[src/rtl/mmio_pkg.sv]
package mmio_pkg;
  localparam int OP_W   = 5;
  localparam int ADDR_W = 28;
  localparam int DATA_W = 64;
  localparam int OK_W   = 2;
  localparam int OFF_W  = 12;
  localparam int PAGE_W = ADDR_W - OFF_W;

  typedef enum logic [1:0] {
    OK_READY = 2'b00,
    OK_DONE  = 2'b01,
    OK_HOLD  = 2'b10,
    OK_ERR   = 2'b11
  } ok_e;

  localparam logic [1:0] CLS_SPEC  = 2'b00;
  localparam logic [1:0] CLS_LOAD  = 2'b01;
  localparam logic [1:0] CLS_STORE = 2'b10;
  localparam logic [1:0] CLS_SWAP  = 2'b11;

  localparam logic [2:0] SZ_PROBE = 3'b001;
  localparam logic [2:0] SZ_DW    = 3'b010;
  localparam logic [2:0] SZ_QW    = 3'b011;
  localparam logic [2:0] SZ_TILE  = 3'b111;

  localparam logic [OP_W-1:0] OP_IDLE = '0;
endpackage

[src/rtl/mmio_arbiter.sv]
module mmio_arbiter
  import mmio_pkg::*;
#(
  parameter int N_INIT = 2,
  parameter int AGE_W  = 8,
  localparam int IDX_W = (N_INIT > 1) ? $clog2(N_INIT) : 1
) (
  input  logic              clk_i,
  input  logic              rst_ni,
  input  logic [N_INIT-1:0] elig_i,
  input  logic              take_i,
  output logic              win_valid_o,
  output logic [IDX_W-1:0]  win_idx_o
);
  logic [AGE_W-1:0] age_q [N_INIT];
  logic [AGE_W-1:0] best_age;

  // oldest waiting request wins, ties go to the lower index
  always_comb begin
    win_valid_o = 1'b0;
    win_idx_o   = '0;
    best_age    = '0;
    for (int i = 0; i < N_INIT; i++) begin
      if (elig_i[i] && (!win_valid_o || age_q[i] > best_age)) begin
        win_valid_o = 1'b1;
        win_idx_o   = IDX_W'(i);
        best_age    = age_q[i];
      end
    end
  end

  always_ff @(posedge clk_i or negedge rst_ni) begin
    if (!rst_ni) begin
      for (int i = 0; i < N_INIT; i++) age_q[i] <= '0;
    end else begin
      for (int i = 0; i < N_INIT; i++) begin
        if (!elig_i[i] || (take_i && win_valid_o && win_idx_o == IDX_W'(i)))
          age_q[i] <= '0;
        else if (age_q[i] != '1)
          age_q[i] <= age_q[i] + 1'b1;
      end
    end
  end

  AST_WIN_ELIG: assert property (@(posedge clk_i) disable iff (!rst_ni)
    win_valid_o |-> elig_i[win_idx_o]);
endmodule

[src/rtl/mmio_master.sv]
module mmio_master
  import mmio_pkg::*;
#(
  parameter int N_INIT  = 2,
  parameter int TIMEOUT = 16,
  localparam int IDX_W  = (N_INIT > 1) ? $clog2(N_INIT) : 1,
  localparam int TCNT_W = $clog2(TIMEOUT + 1)
) (
  input  logic                     clk_i,
  input  logic                     rst_ni,
  input  logic                     win_valid_i,
  input  logic [IDX_W-1:0]         win_idx_i,
  input  logic [N_INIT*OP_W-1:0]   op_i,
  input  logic [N_INIT*ADDR_W-1:0] addr_i,
  input  logic [N_INIT*DATA_W-1:0] wdata_i,
  input  logic [OK_W-1:0]          bus_ok_i,
  input  logic [DATA_W-1:0]        bus_rdata_i,
  output logic                     take_o,
  output logic                     busy_o,
  output logic [IDX_W-1:0]         cur_idx_o,
  output logic [OP_W-1:0]          bus_op_o,
  output logic [ADDR_W-1:0]        bus_addr_o,
  output logic [DATA_W-1:0]        bus_wdata_o,
  output logic [N_INIT-1:0]        done_o,
  output logic [DATA_W-1:0]        rdata_o,
  output logic [OK_W-1:0]          resp_o
);
  typedef enum logic [1:0] {ST_IDLE, ST_REQ, ST_TEAR} st_e;

  st_e               st_q;
  logic [OP_W-1:0]   op_q;
  logic [ADDR_W-1:0] addr_q;
  logic [DATA_W-1:0] wdata_q;
  logic [IDX_W-1:0]  cur_q;
  logic [TCNT_W-1:0] tcnt_q;
  logic [N_INIT-1:0] done_q;
  logic [DATA_W-1:0] rdata_q;
  logic [OK_W-1:0]   resp_q;
  logic              replied;

  assign replied     = (bus_ok_i == OK_DONE) || (bus_ok_i == OK_ERR);
  assign take_o      = (st_q == ST_IDLE);
  assign busy_o      = (st_q != ST_IDLE);
  assign cur_idx_o   = cur_q;
  assign bus_op_o    = (st_q == ST_REQ) ? op_q : OP_IDLE;
  assign bus_addr_o  = addr_q;
  assign bus_wdata_o = wdata_q;
  assign done_o      = done_q;
  assign rdata_o     = rdata_q;
  assign resp_o      = resp_q;

  always_ff @(posedge clk_i or negedge rst_ni) begin
    if (!rst_ni) begin
      st_q    <= ST_IDLE;
      op_q    <= OP_IDLE;
      addr_q  <= '0;
      wdata_q <= '0;
      cur_q   <= '0;
      tcnt_q  <= '0;
      done_q  <= '0;
      rdata_q <= '0;
      resp_q  <= OK_READY;
    end else begin
      done_q <= '0;
      unique case (st_q)
        ST_IDLE: if (win_valid_i) begin
          op_q    <= op_i[win_idx_i*OP_W +: OP_W];
          addr_q  <= addr_i[win_idx_i*ADDR_W +: ADDR_W];
          wdata_q <= wdata_i[win_idx_i*DATA_W +: DATA_W];
          cur_q   <= win_idx_i;
          tcnt_q  <= '0;
          st_q    <= ST_REQ;
        end
        ST_REQ: begin
          if (replied) begin
            rdata_q <= bus_rdata_i;
            resp_q  <= bus_ok_i;
            st_q    <= ST_TEAR;
          end else if (bus_ok_i == OK_READY) begin
            if (tcnt_q == TCNT_W'(TIMEOUT - 1)) begin
              rdata_q <= '0;
              resp_q  <= OK_ERR;
              st_q    <= ST_TEAR;
            end else begin
              tcnt_q <= tcnt_q + 1'b1;
            end
          end else begin
            tcnt_q <= '0;
          end
        end
        ST_TEAR: if (bus_ok_i == OK_READY) begin
          done_q[cur_q] <= 1'b1;
          st_q          <= ST_IDLE;
        end
        default: st_q <= ST_IDLE;
      endcase
    end
  end

  AST_HOLD_KEEPS_OP: assert property (@(posedge clk_i) disable iff (!rst_ni)
    (bus_op_o != OP_IDLE && bus_ok_i == OK_HOLD) |=> bus_op_o == $past(bus_op_o));
  AST_DONE_AFTER_READY: assert property (@(posedge clk_i) disable iff (!rst_ni)
    (|done_o) |-> ($past(bus_ok_i) == OK_READY && $past(bus_op_o) == OP_IDLE));
  AST_ONE_DONE: assert property (@(posedge clk_i) disable iff (!rst_ni)
    $onehot0(done_o));
  AST_NEW_OP_ON_READY: assert property (@(posedge clk_i) disable iff (!rst_ni)
    (bus_op_o != OP_IDLE && $past(bus_op_o) == OP_IDLE) |-> $past(bus_ok_i) == OK_READY);
endmodule

[src/rtl/mmio_dev.sv]
module mmio_dev
  import mmio_pkg::*;
#(
  parameter int              DEV_ID   = 0,
  parameter logic [PAGE_W-1:0] PAGE   = 16,
  parameter int              REGS     = 8,
  parameter int              HOLD_CYC = 2,
  localparam int RIDX_W = $clog2(REGS),
  localparam int WCNT_W = (HOLD_CYC > 1) ? $clog2(HOLD_CYC) : 1
) (
  input  logic              clk_i,
  input  logic              rst_ni,
  input  logic [OP_W-1:0]   bus_op_i,
  input  logic [ADDR_W-1:0] bus_addr_i,
  input  logic [DATA_W-1:0] bus_wdata_i,
  output logic [OK_W-1:0]   ok_o,
  output logic [DATA_W-1:0] rdata_o
);
  typedef enum logic [1:0] {D_IDLE, D_WAIT, D_RESP} dst_e;

  dst_e              st_q;
  logic [WCNT_W-1:0] wcnt_q;
  logic [1:0]        cls_q;
  logic [2:0]        sz_q;
  logic [RIDX_W-1:0] ridx_q;
  logic [DATA_W-1:0] wd_q;
  logic [OK_W-1:0]   code_q;
  logic [DATA_W-1:0] rd_q;
  logic [DATA_W-1:0] mem_q [REGS];

  logic [1:0]        cls_in;
  logic [2:0]        sz_in;
  logic              hit;
  logic              size_ok;
  logic [DATA_W-1:0] old_w;
  logic [DATA_W-1:0] old_ret;
  logic [DATA_W-1:0] new_w;
  logic              unused_addr;

  assign cls_in      = bus_op_i[4:3];
  assign sz_in       = bus_op_i[2:0];
  assign unused_addr = ^{bus_addr_i[OFF_W-1:3+RIDX_W], bus_addr_i[2:0]};
  assign hit = (bus_op_i != OP_IDLE) &&
               ((cls_in == CLS_SPEC) ? (sz_in == SZ_PROBE)
                                     : (bus_addr_i[ADDR_W-1:OFF_W] == PAGE));

  assign size_ok = (sz_q == SZ_DW) || (sz_q == SZ_QW);
  assign old_w   = mem_q[ridx_q];
  assign old_ret = (sz_q == SZ_DW) ? {32'h0, old_w[31:0]} : old_w;
  assign new_w   = (sz_q == SZ_DW) ? {old_w[63:32], wd_q[31:0]} : wd_q;

  always_comb begin
    unique case (st_q)
      D_WAIT:  ok_o = OK_HOLD;
      D_RESP:  ok_o = code_q;
      default: ok_o = OK_READY;
    endcase
  end
  assign rdata_o = (st_q == D_RESP) ? rd_q : '0;

  always_ff @(posedge clk_i or negedge rst_ni) begin
    if (!rst_ni) begin
      st_q   <= D_IDLE;
      wcnt_q <= '0;
      cls_q  <= CLS_SPEC;
      sz_q   <= '0;
      ridx_q <= '0;
      wd_q   <= '0;
      code_q <= OK_READY;
      rd_q   <= '0;
      for (int i = 0; i < REGS; i++) mem_q[i] <= '0;
    end else begin
      unique case (st_q)
        D_IDLE: if (hit) begin
          cls_q  <= cls_in;
          sz_q   <= sz_in;
          ridx_q <= bus_addr_i[3 +: RIDX_W];
          wd_q   <= bus_wdata_i;
          wcnt_q <= WCNT_W'(HOLD_CYC - 1);
          st_q   <= D_WAIT;
        end
        D_WAIT: if (wcnt_q == '0) begin
          st_q <= D_RESP;
          if (cls_q == CLS_SPEC) begin
            code_q <= OK_DONE;
            rd_q   <= DATA_W'(DEV_ID);
          end else if (!size_ok) begin
            code_q <= OK_ERR;
            rd_q   <= '0;
          end else begin
            code_q <= OK_DONE;
            rd_q   <= (cls_q == CLS_STORE) ? '0 : old_ret;
            if (cls_q != CLS_LOAD) mem_q[ridx_q] <= new_w;
          end
        end else begin
          wcnt_q <= wcnt_q - 1'b1;
        end
        D_RESP: if (bus_op_i == OP_IDLE) st_q <= D_IDLE;
        default: st_q <= D_IDLE;
      endcase
    end
  end

  AST_HOLD_BEFORE_REPLY: assert property (@(posedge clk_i) disable iff (!rst_ni)
    (ok_o != OK_READY && ok_o != OK_HOLD && $past(ok_o) == OK_READY) |-> 1'b0);
  AST_RELEASE_ON_IDLE: assert property (@(posedge clk_i) disable iff (!rst_ni)
    ($past(bus_op_i) == OP_IDLE && $past(ok_o) != OK_HOLD) |-> ok_o == OK_READY);
endmodule

[src/rtl/mmio_reply_mux.sv]
module mmio_reply_mux
  import mmio_pkg::*;
#(
  parameter int N_DEV = 3
) (
  input  logic [N_DEV*OK_W-1:0]   dev_ok_i,
  input  logic [N_DEV*DATA_W-1:0] dev_rdata_i,
  output logic [OK_W-1:0]         ok_o,
  output logic [DATA_W-1:0]       rdata_o,
  output logic                    collide_o
);
  logic [N_DEV-1:0] active;

  for (genvar d = 0; d < N_DEV; d++) begin : g_act
    assign active[d] = dev_ok_i[d*OK_W +: OK_W] != OK_READY;
  end

  // scan downward so the lowest active device is the last to write
  always_comb begin
    ok_o    = OK_READY;
    rdata_o = '0;
    for (int d = N_DEV - 1; d >= 0; d--) begin
      if (active[d]) begin
        ok_o    = dev_ok_i[d*OK_W +: OK_W];
        rdata_o = dev_rdata_i[d*DATA_W +: DATA_W];
      end
    end
  end

  assign collide_o = $countones(active) > 1;
endmodule

[src/rtl/mmio_bus_top.sv]
module mmio_bus_top
  import mmio_pkg::*;
#(
  parameter int N_INIT    = 2,
  parameter int N_DEV     = 3,
  parameter int REGS      = 8,
  parameter int PAGE_BASE = 16,
  parameter int HOLD_CYC  = 2,
  parameter int TIMEOUT   = 16,
  parameter int AGE_W     = 8,
  localparam int IDX_W    = (N_INIT > 1) ? $clog2(N_INIT) : 1
) (
  input  logic                     clk_i,
  input  logic                     rst_ni,
  input  logic [N_INIT-1:0]        req_i,
  input  logic [N_INIT*OP_W-1:0]   op_i,
  input  logic [N_INIT*ADDR_W-1:0] addr_i,
  input  logic [N_INIT*DATA_W-1:0] wdata_i,
  output logic [N_INIT-1:0]        done_o,
  output logic [DATA_W-1:0]        rdata_o,
  output logic [OK_W-1:0]          resp_o,
  output logic [OP_W-1:0]          bus_op_o,
  output logic [ADDR_W-1:0]        bus_addr_o,
  output logic [OK_W-1:0]          bus_ok_o,
  output logic                     collide_o
);
  logic                    win_valid, take, busy;
  logic [IDX_W-1:0]        win_idx, cur_idx;
  logic [N_INIT-1:0]       served, elig;
  logic [DATA_W-1:0]       bus_wdata, bus_rdata;
  logic [N_DEV*OK_W-1:0]   dev_ok;
  logic [N_DEV*DATA_W-1:0] dev_rdata;

  for (genvar i = 0; i < N_INIT; i++) begin : g_srv
    assign served[i] = busy && (cur_idx == IDX_W'(i));
  end
  assign elig = req_i & ~done_o & ~served;

  mmio_arbiter #(.N_INIT(N_INIT), .AGE_W(AGE_W)) u_arb (
    .clk_i, .rst_ni,
    .elig_i      (elig),
    .take_i      (take),
    .win_valid_o (win_valid),
    .win_idx_o   (win_idx)
  );

  mmio_master #(.N_INIT(N_INIT), .TIMEOUT(TIMEOUT)) u_mst (
    .clk_i, .rst_ni,
    .win_valid_i (win_valid),
    .win_idx_i   (win_idx),
    .op_i, .addr_i, .wdata_i,
    .bus_ok_i    (bus_ok_o),
    .bus_rdata_i (bus_rdata),
    .take_o      (take),
    .busy_o      (busy),
    .cur_idx_o   (cur_idx),
    .bus_op_o, .bus_addr_o,
    .bus_wdata_o (bus_wdata),
    .done_o, .rdata_o, .resp_o
  );

  for (genvar d = 0; d < N_DEV; d++) begin : g_dev
    mmio_dev #(
      .DEV_ID   (d),
      .PAGE     (PAGE_W'(PAGE_BASE + d)),
      .REGS     (REGS),
      .HOLD_CYC (HOLD_CYC)
    ) u_dev (
      .clk_i, .rst_ni,
      .bus_op_i    (bus_op_o),
      .bus_addr_i  (bus_addr_o),
      .bus_wdata_i (bus_wdata),
      .ok_o        (dev_ok[d*OK_W +: OK_W]),
      .rdata_o     (dev_rdata[d*DATA_W +: DATA_W])
    );
  end

  mmio_reply_mux #(.N_DEV(N_DEV)) u_mux (
    .dev_ok_i    (dev_ok),
    .dev_rdata_i (dev_rdata),
    .ok_o        (bus_ok_o),
    .rdata_o     (bus_rdata),
    .collide_o   (collide_o)
  );

  AST_COLLIDE_ON_REPLY: assert property (@(posedge clk_i) disable iff (!rst_ni)
    collide_o |-> bus_ok_o != OK_READY);
  AST_NO_REPLY_WHEN_IDLE: assert property (@(posedge clk_i) disable iff (!rst_ni)
    (!busy && $past(!busy)) |-> bus_ok_o == OK_READY);
endmodule

[config.mk]
export PLATFORM = sky130hd
export DESIGN_NAME = mmio_bus_top
export DESIGN_NICKNAME = d
export VERILOG_FILES = /design/src/rtl/mmio_pkg.sv /design/src/rtl/mmio_arbiter.sv /design/src/rtl/mmio_master.sv /design/src/rtl/mmio_dev.sv /design/src/rtl/mmio_reply_mux.sv /design/src/rtl/mmio_bus_top.sv
export SDC_FILE = /design/constraint.sdc
export NUM_CORES = 2
export LEC_CHECK = 0
export BUFFER_PORTS_ARGS = -buffer_cell sky130_fd_sc_hd__clkbuf_2
export CORE_ASPECT_RATIO = 0.7
export CORE_MARGIN = 2
export CORE_UTILIZATION = 45
export CTS_BUF_LIST = sky130_fd_sc_hd__clkbuf_8
export CTS_CLUSTER_SIZE = 10
export DETAILED_ROUTE_END_ITERATION = 8
export HOLD_SLACK_MARGIN = 0.1
export PLACE_DENSITY = 0.69
export RECOVER_POWER = 25
export SYNTH_ARGS = -nofsm -noshare
export SYNTH_HDL_FRONTEND = slang
export SYNTH_HIERARCHICAL = 1
export SYNTH_SLANG_ARGS = --single-unit
export TNS_END_PERCENT = 5
[constraint.sdc]
create_clock -name clk_i -period 3.08 [get_ports clk_i]
set_input_delay 0.616 -clock clk_i [delete_from_list [all_inputs] [get_ports clk_i]]
set_output_delay 0.616 -clock clk_i [all_outputs]
set_load 0.02 [all_outputs]
# [After elaboration in Yosys (flattened, before gate mapping)]
# Cells that the tools add are included.
[word_totals] register_bits=2148 input_bits=198 out_inout_bits=104 wordCells=309
[classes] addsub=8 multipliers=2 order_cmp=10 n_eq_ne=44 shift=3 muxes=103 n_bitwise=15 reduce_logical=65
[ops] operator="64-bit 2-to-1 mux" count=33
[ops] operator="512-bit bitwise mux" count=3
[ops] operator="64-bit binary-select mux with 3-bit select" count=3
[ops] operator="64-bit demux with 3-bit select" count=3
[ops] operator="128-bit by 8-bit indexed part select with 64-bit output" count=1
[ops] operator="56-bit by 7-bit indexed part select with 28-bit output" count=1
[ops] operator="2-bit 2-to-1 mux" count=26
[ops] operator="16-bit by 5-bit == test with 1-bit output, second input constant" count=3
[ops] operator="8-bit 2-to-1 mux" count=5
[ops] operator="32-bit by 1-bit adder with 32-bit output" count=1
[ops] operator="32-bit by 2-bit greater-than comparator with 1-bit output, second input constant" count=1
[ops] operator="5-bit 2-to-1 mux" count=5
[ops] operator="2-bit one-hot mux with 3 select lines" count=4
[ops] operator="2-bit nonzero test" count=12
[ops] operator="2-bit AND reduction" count=10
[ops] operator="3-bit by 2-bit == test with 1-bit output, second input constant" count=6
[ops] operator="2-bit logical NOT" count=9
[ops] operator="8-bit by 1-bit adder with 8-bit output, second input constant" count=2
[ops] operator="2-bit == test, second input constant" count=8
[ops] operator="2-bit != test, second input constant" count=8
[ops] operator="8-bit != test, second input constant" count=2
[ops] operator="5-bit AND reduction" count=3
[ops] operator="2-bit by 1-bit != test with 1-bit output, second input constant" count=7
[ops] operator="1-bit logical AND" count=13
[ops] operator="other kinds (30)" count=81

# [Depth between registers and ports, before layout]
[logic_depth] ltp_word=13 depth_mapped=17 mapped_depth_nobuf=13

# [Cells and area by module]
# Netlist, hierarchy kept.
[modules_own_cells] mod="mmio_dev (g_dev[0].u_dev)" n_inst=1 cells_each=2271 area_per_inst_um2=27991.8 seq_area_each_um2=16340.7
[modules_own_cells] mod="mmio_dev (g_dev[1].u_dev)" n_inst=1 cells_each=2283 area_per_inst_um2=27832.9 seq_area_each_um2=16340.7
[modules_own_cells] mod="mmio_dev (g_dev[2].u_dev)" n_inst=1 cells_each=2299 area_per_inst_um2=27820.4 seq_area_each_um2=16340.7
[modules_own_cells] mod="mmio_master" n_inst=1 cells_each=625 area_per_inst_um2=7216.9 seq_area_each_um2=4329.2
[modules_own_cells] mod="mmio_reply_mux" n_inst=1 cells_each=303 area_per_inst_um2=1482.7 seq_area_each_um2=0.0
[modules_own_cells] mod="mmio_arbiter" n_inst=1 cells_each=117 area_per_inst_um2=1097.3 seq_area_each_um2=400.4
[modules_own_cells] mod="mmio_bus_top" n_inst=1 cells_each=4 area_per_inst_um2=30.0 seq_area_each_um2=0.0

# [Least setup slack after synthesis]
# Ideal clock, no wire load.
[synth_path] path_kind="register to register" from="register u_mst.st_q[1]" to="register u_mst.wdata_q[19] (netlist: u_mst/bus_wdata_o[19])" setup_time_ns=0.126 t_arrival_ns=3.293 required_time_ns=2.954 slack_ns=-0.339 stages_incl_launch_ff=18 path_buffers=4 synth_period_minus_slack_ns=3.419 cell_sequence="dfrtp_1 > nor2_1 > inv_1 > nor2b_1 > nor3b_2 > clkbuf_1 > nand2_1 > ha_1 > nor2b_4 > o211ai_2 > a21oi_2 > o22ai_1 > a21oi_1 > buf_2 > buf_2 > buf_2 > mux2i_1 > a21oi_1"
[synth_via] elab_cells_between_ends=16 classes_between="1 x order compare; 1 x shift; 4 x mux; 2 x bitwise; 8 x reduce/logical"
[synth_rtl] item="start: declaration" line="mmio_master.sv:30" source="st_e st_q;"
[synth_rtl] item="start signal: assignment" line="mmio_master.sv:54" source="st_q <= ST_IDLE;"
[synth_rtl] item="start signal: assignment" line="mmio_master.sv:72" source="st_q <= ST_REQ;"
[synth_rtl] item="start signal: assignment" line="mmio_master.sv:78" source="st_q <= ST_TEAR;"
[synth_rtl] item="2-bit logical NOT"
[synth_rtl] item="net take" line="mmio_bus_top.sv:27" source="logic win_valid, take, busy;"
[synth_rtl] item="2-bit AND reduction (no line)"
[synth_rtl] item="end signal: assignment" line="mmio_master.sv:69" source="wdata_q <= wdata_i[win_idx_i*DATA_W +: DATA_W];"
[synth_rtl] item="end: declaration" line="mmio_master.sv:33" source="logic [DATA_W-1:0] wdata_q;"
# The timed path passes the listed nets, and every way through them passes these cells.
# A chain may end at the register's enable or synchronous reset.

# [Final worst setup path]
[layout_path] from="register u_mst.st_q[1]" to="register u_mst.wdata_q[22] (netlist: u_mst/bus_wdata_o[22])"
# Same word-level chain as after synthesis.

==> impl_results.md <==
* Outcome: complete, but fails checks
* Failing checks: negative setup slack
* CP max-delay cell: dfrtp_1
* Routed Antenna Nets at 0
* #FFs+latches synth at 2148
* Synth area leader: dfrtp_1
* DRT iter0 DRCs at 6062
* Vias/cell at 5.86
* Number of remaining DRC errors at 0
* Top post-synthesis cells by area: dfrtp_1 (58%), mux2_2 (9.3%), o21ai_0 (4.7%)
* Reg-to-reg endpoint: u_mst/bus_wdata_o[22]
* # IOs at 302
* CP most frequent cell: buf_6
* Die X at 549 um
* Core Rows at 139
* Die height at 385 um
* Internal reg-to-reg setup slack at -260 ps
* Synth Area in Compound Gates at 12.7%
* Crit path from: u_mst/st_q[1]
* DP Worst Slack at -305 ps
* Final GP Congestion at 0.861
* Gr usage total at 25.0%
* Post-Syn Area per Cell at 11.8 um^2
* Latest clock arrival within the worst-skew pair at 940 ps
* VDD IR max at 531 uV
* Reg2Reg Depth at 17
* Worst-path clk slew at 70 ps
* Final setup fails at 100
* Adder-cell share of the synthesized area at 0.294%
* Async set or reset register ratio after synthesis at 100%
* Multiplexer share of the synthesized area at 17.8%
* Start of the worst register-to-register path: u_mst/st_q[1]
* Power per cell area at 726 nW/um^2
* Hold Path End: u_arb/age_q[7]
* Number of CTS-inserted buffers at 312
* Metal2 WL at 124000 um
* Seq/Total Area, Yosys at 57.5%
* Max-Slew Margin vs Limit at 1.62%
* EDFF count, synth at 0
* Worst Hold Path Cells at 6
* Root Buffer Master: clkbuf_8
* Placed Instances at 10604
* Netlist cell types at 69
* Simple-gate portion of the synthesized area at 8.60%
* Max stage delay on crit path at 390 ps
* Via count at 66600
* Dpl cell area at 98900 um^2
* Slew of the pin with the lowest slew margin at 1480 ps
* Cells after Synth at 7902
* Vias in the first global route at 68413
* Area Growth Syn to Fin at 14.9%
* CORE AREA at 206000 um^2
* Startpoint type of the worst setup path: flip-flop
* WL final at 267000 um
* Fmax at 0.300 GHz
* Fillers at 17281
* Post-Syn Area at 93500 um^2
* Crit Path Class: flip-flop to flip-flop
* DRT met1 WL at 115000 um
* Synth top cells by count: dfrtp_1 (2148), nand2_1 (972), o21ai_0 (873)
* Pin count of the biggest net entering global routing at 144
* TritonCTS clock tree: built
* WP data required at 3880 ps
* Syn Nets at 8122
* Initial Utilization at 45.4%
* Final hold violation count at 0
* Max Cap Viol at 0
* Initial antenna violation count at 10
* Highest Signal Layer: met5
* Largest family of logic cells by synthesized area: multiplexers
* Port buffer count at 301
* Die area at 211000 um^2
* Drt wl/cell at 23.5 um
* Xor/xnor cell area share of the yosys netlist at 0.0469%
* Fin nets at 8615
* Total Power at 77900 uW
* Pins Over Slew Limit at 0
* Met3 WL post-DR at 17800 um
* CTS max path bufs at 4
* Layout cells sized above 1 at 24.8%
* Final TNS setup at -9310 ps
* Main flop type after synthesis: dfrtp_1
* Clock sink total at 2148
* H-tree depth at 5
* Synth warnings at 6
* Final HPWL DP at 163000 um
* Wire length of the first global-routing pass at 410000 um
* CP max FO at 35
* Worst Hold Class: primary input to flip-flop
* RSZ-0062 raised after global routing: yes
* Share of the synthesized area in the top cell type at 57.5%
* Minimum clock period at 3340 ps
* Worst Setup End Kind: flip-flop
* TritonRoute pass-1 iters at 6
* Post-route clock period utilization at 108%
* Clk_skew at 52.7 ps
* Worst path arrival time at 4140 ps
* Critical path cell sequence: buf_6, nor2_4, inv_2, nor2b_4, nor3b_4, buf_12, buf_8, nand2_4, ha_4, nand4_1, a21oi_2, o22ai_2, a21oi_4, buf_6, buf_16, mux2i_2, a21oi_1
* Fin area at 107000 um^2
* Most common cell in the synthesized netlist: dfrtp_1
* Fin cells at 11367
* Setup WS post-layout at -259 ps
* Leak pwr at 0.0510 uW
* Min-delay src: req_i[1]
* GR Overflow Total at 0
-- layer usage --
metal / track usage, % / vias to the layer above
li1: - / 29289
met3: 4.05 / 539
met4: 9.60 / 2
met2: 39.3 / 2434
met1: 34.7 / 34336
met5: 0 / -
-- critical path, delay by kind of cell, from the launching register on --
family	cells	cell delay, ps
simple gates	5	650
flops	1	390
compound gates	4	660
mux	1	310
buf+inv	6	820
fa+ha+maj	1	260
-- flip-flops by register name, summed over array words and instances (netlist names) --
signal / cells
u_mst/resp_o: 2
u_mst/op_q: 5
g_dev.u_dev/sz_q: 9
g_dev.u_dev/rd_q: 192
g_dev.u_dev/cls_q: 6
u_arb/age_q: 16
u_mst/tcnt_q: 5
u_mst/done_o: 2
g_dev.u_dev/st_q: 6
g_dev.u_dev/mem_q: 1536
g_dev.u_dev/ridx_q: 9
g_dev.u_dev/wcnt_q: 3
u_mst/rdata_o: 64
u_mst/bus_wdata_o: 64
u_mst/st_q: 2
u_mst/cur_idx_o: 1
u_mst/bus_addr_o: 28
g_dev.u_dev/wd_q: 192
g_dev.u_dev/code_q: 6
-- cells in the final DEF (no fill, tap or decap), drive strengths merged, types with 19 or more instances in the layout --
cell         synthesis  final
ha                  22     22
mux4                80     80
nor2               273    273
nand2              976    976
or3                 57     57
o21ai              979    979
a22o               158    158
inv                 26    138
mux2               973    973
a22oi              380    380
o22ai              119    119
dfrtp             2148   2148
nand4               99     99
clkinv               0     19
and2               201    201
clkbuf             288    716
a21oi              245    245
mux2i              365    365
dlygate4sd3          0    195
buf                298    242
nand3               78     78
-- kinds of logic (layout without fill, tap and decap cells) --
logic type,Yosys count,count (layout)
xor gates and xnor gates,5,5
DFF,2148,2148
and+or+nand+nor,1773,1773
adders and majority gates,22,22
other,0,5
AOI/OAI and AO/OA,1924,1924
muxes,1418,1418
buffers and inverters,612,1323
-- worst max path at each step --
stage                            endpoint  slack [ps]  depth (start not counted)
finish              u_mst/bus_wdata_o[22]        -260                         17
global route        u_mst/bus_wdata_o[22]        -330                         17
CTS                             collide_o        -290                          8
detailed placement  u_mst/bus_wdata_o[59]        -300                         16
global placement      u_mst/bus_addr_o[1]        -120                         16
floorplan                   u_mst/op_q[4]        -180                         16
-- stage by stage --
stage	utilization (%)	hold WS, ps
after global routing	52.2	349
after detailed placement	48.0	449
after CTS	52.1	123
after floorplan	-	320
final	52.2	370
after global placement	48.0	447
-- report_power, final --
part	total, uW	internal [uW]	switching, uW
combinational	20000	7450	12600
clock	22500	11500	11000
sequential	35400	30700	4700
-- timing repair --
action | 4_1_cts | 5_1_grt
cloned | 2 | 1
buffers inserted | 15 | 13
gates resized for setup | 64 | 53
hold buffers | 195 | 0
endpoints found under the hold margin | 824 | 0
pin swaps | 54 | 59
setup endpoints to repair | 105 | 103
-- final cells by class --
class / instances / area, um^2 / share of cell area [%]
sequential: 2148 / 53800 / 50.1
inverter: 26 / 97.6 / 0.0909
timing repair buffer: 765 / 6460 / 6.02
clock inverter: 144 / 681 / 0.634
antenna: 5 / 12.5 / 0.0117
tap: 2749 / 3440 / 3.20
multi-input combinational: 5142 / 37600 / 35.0
clock buffer: 388 / 5340 / 4.97
No activity file was read; power rests on OpenSTA's default activity.
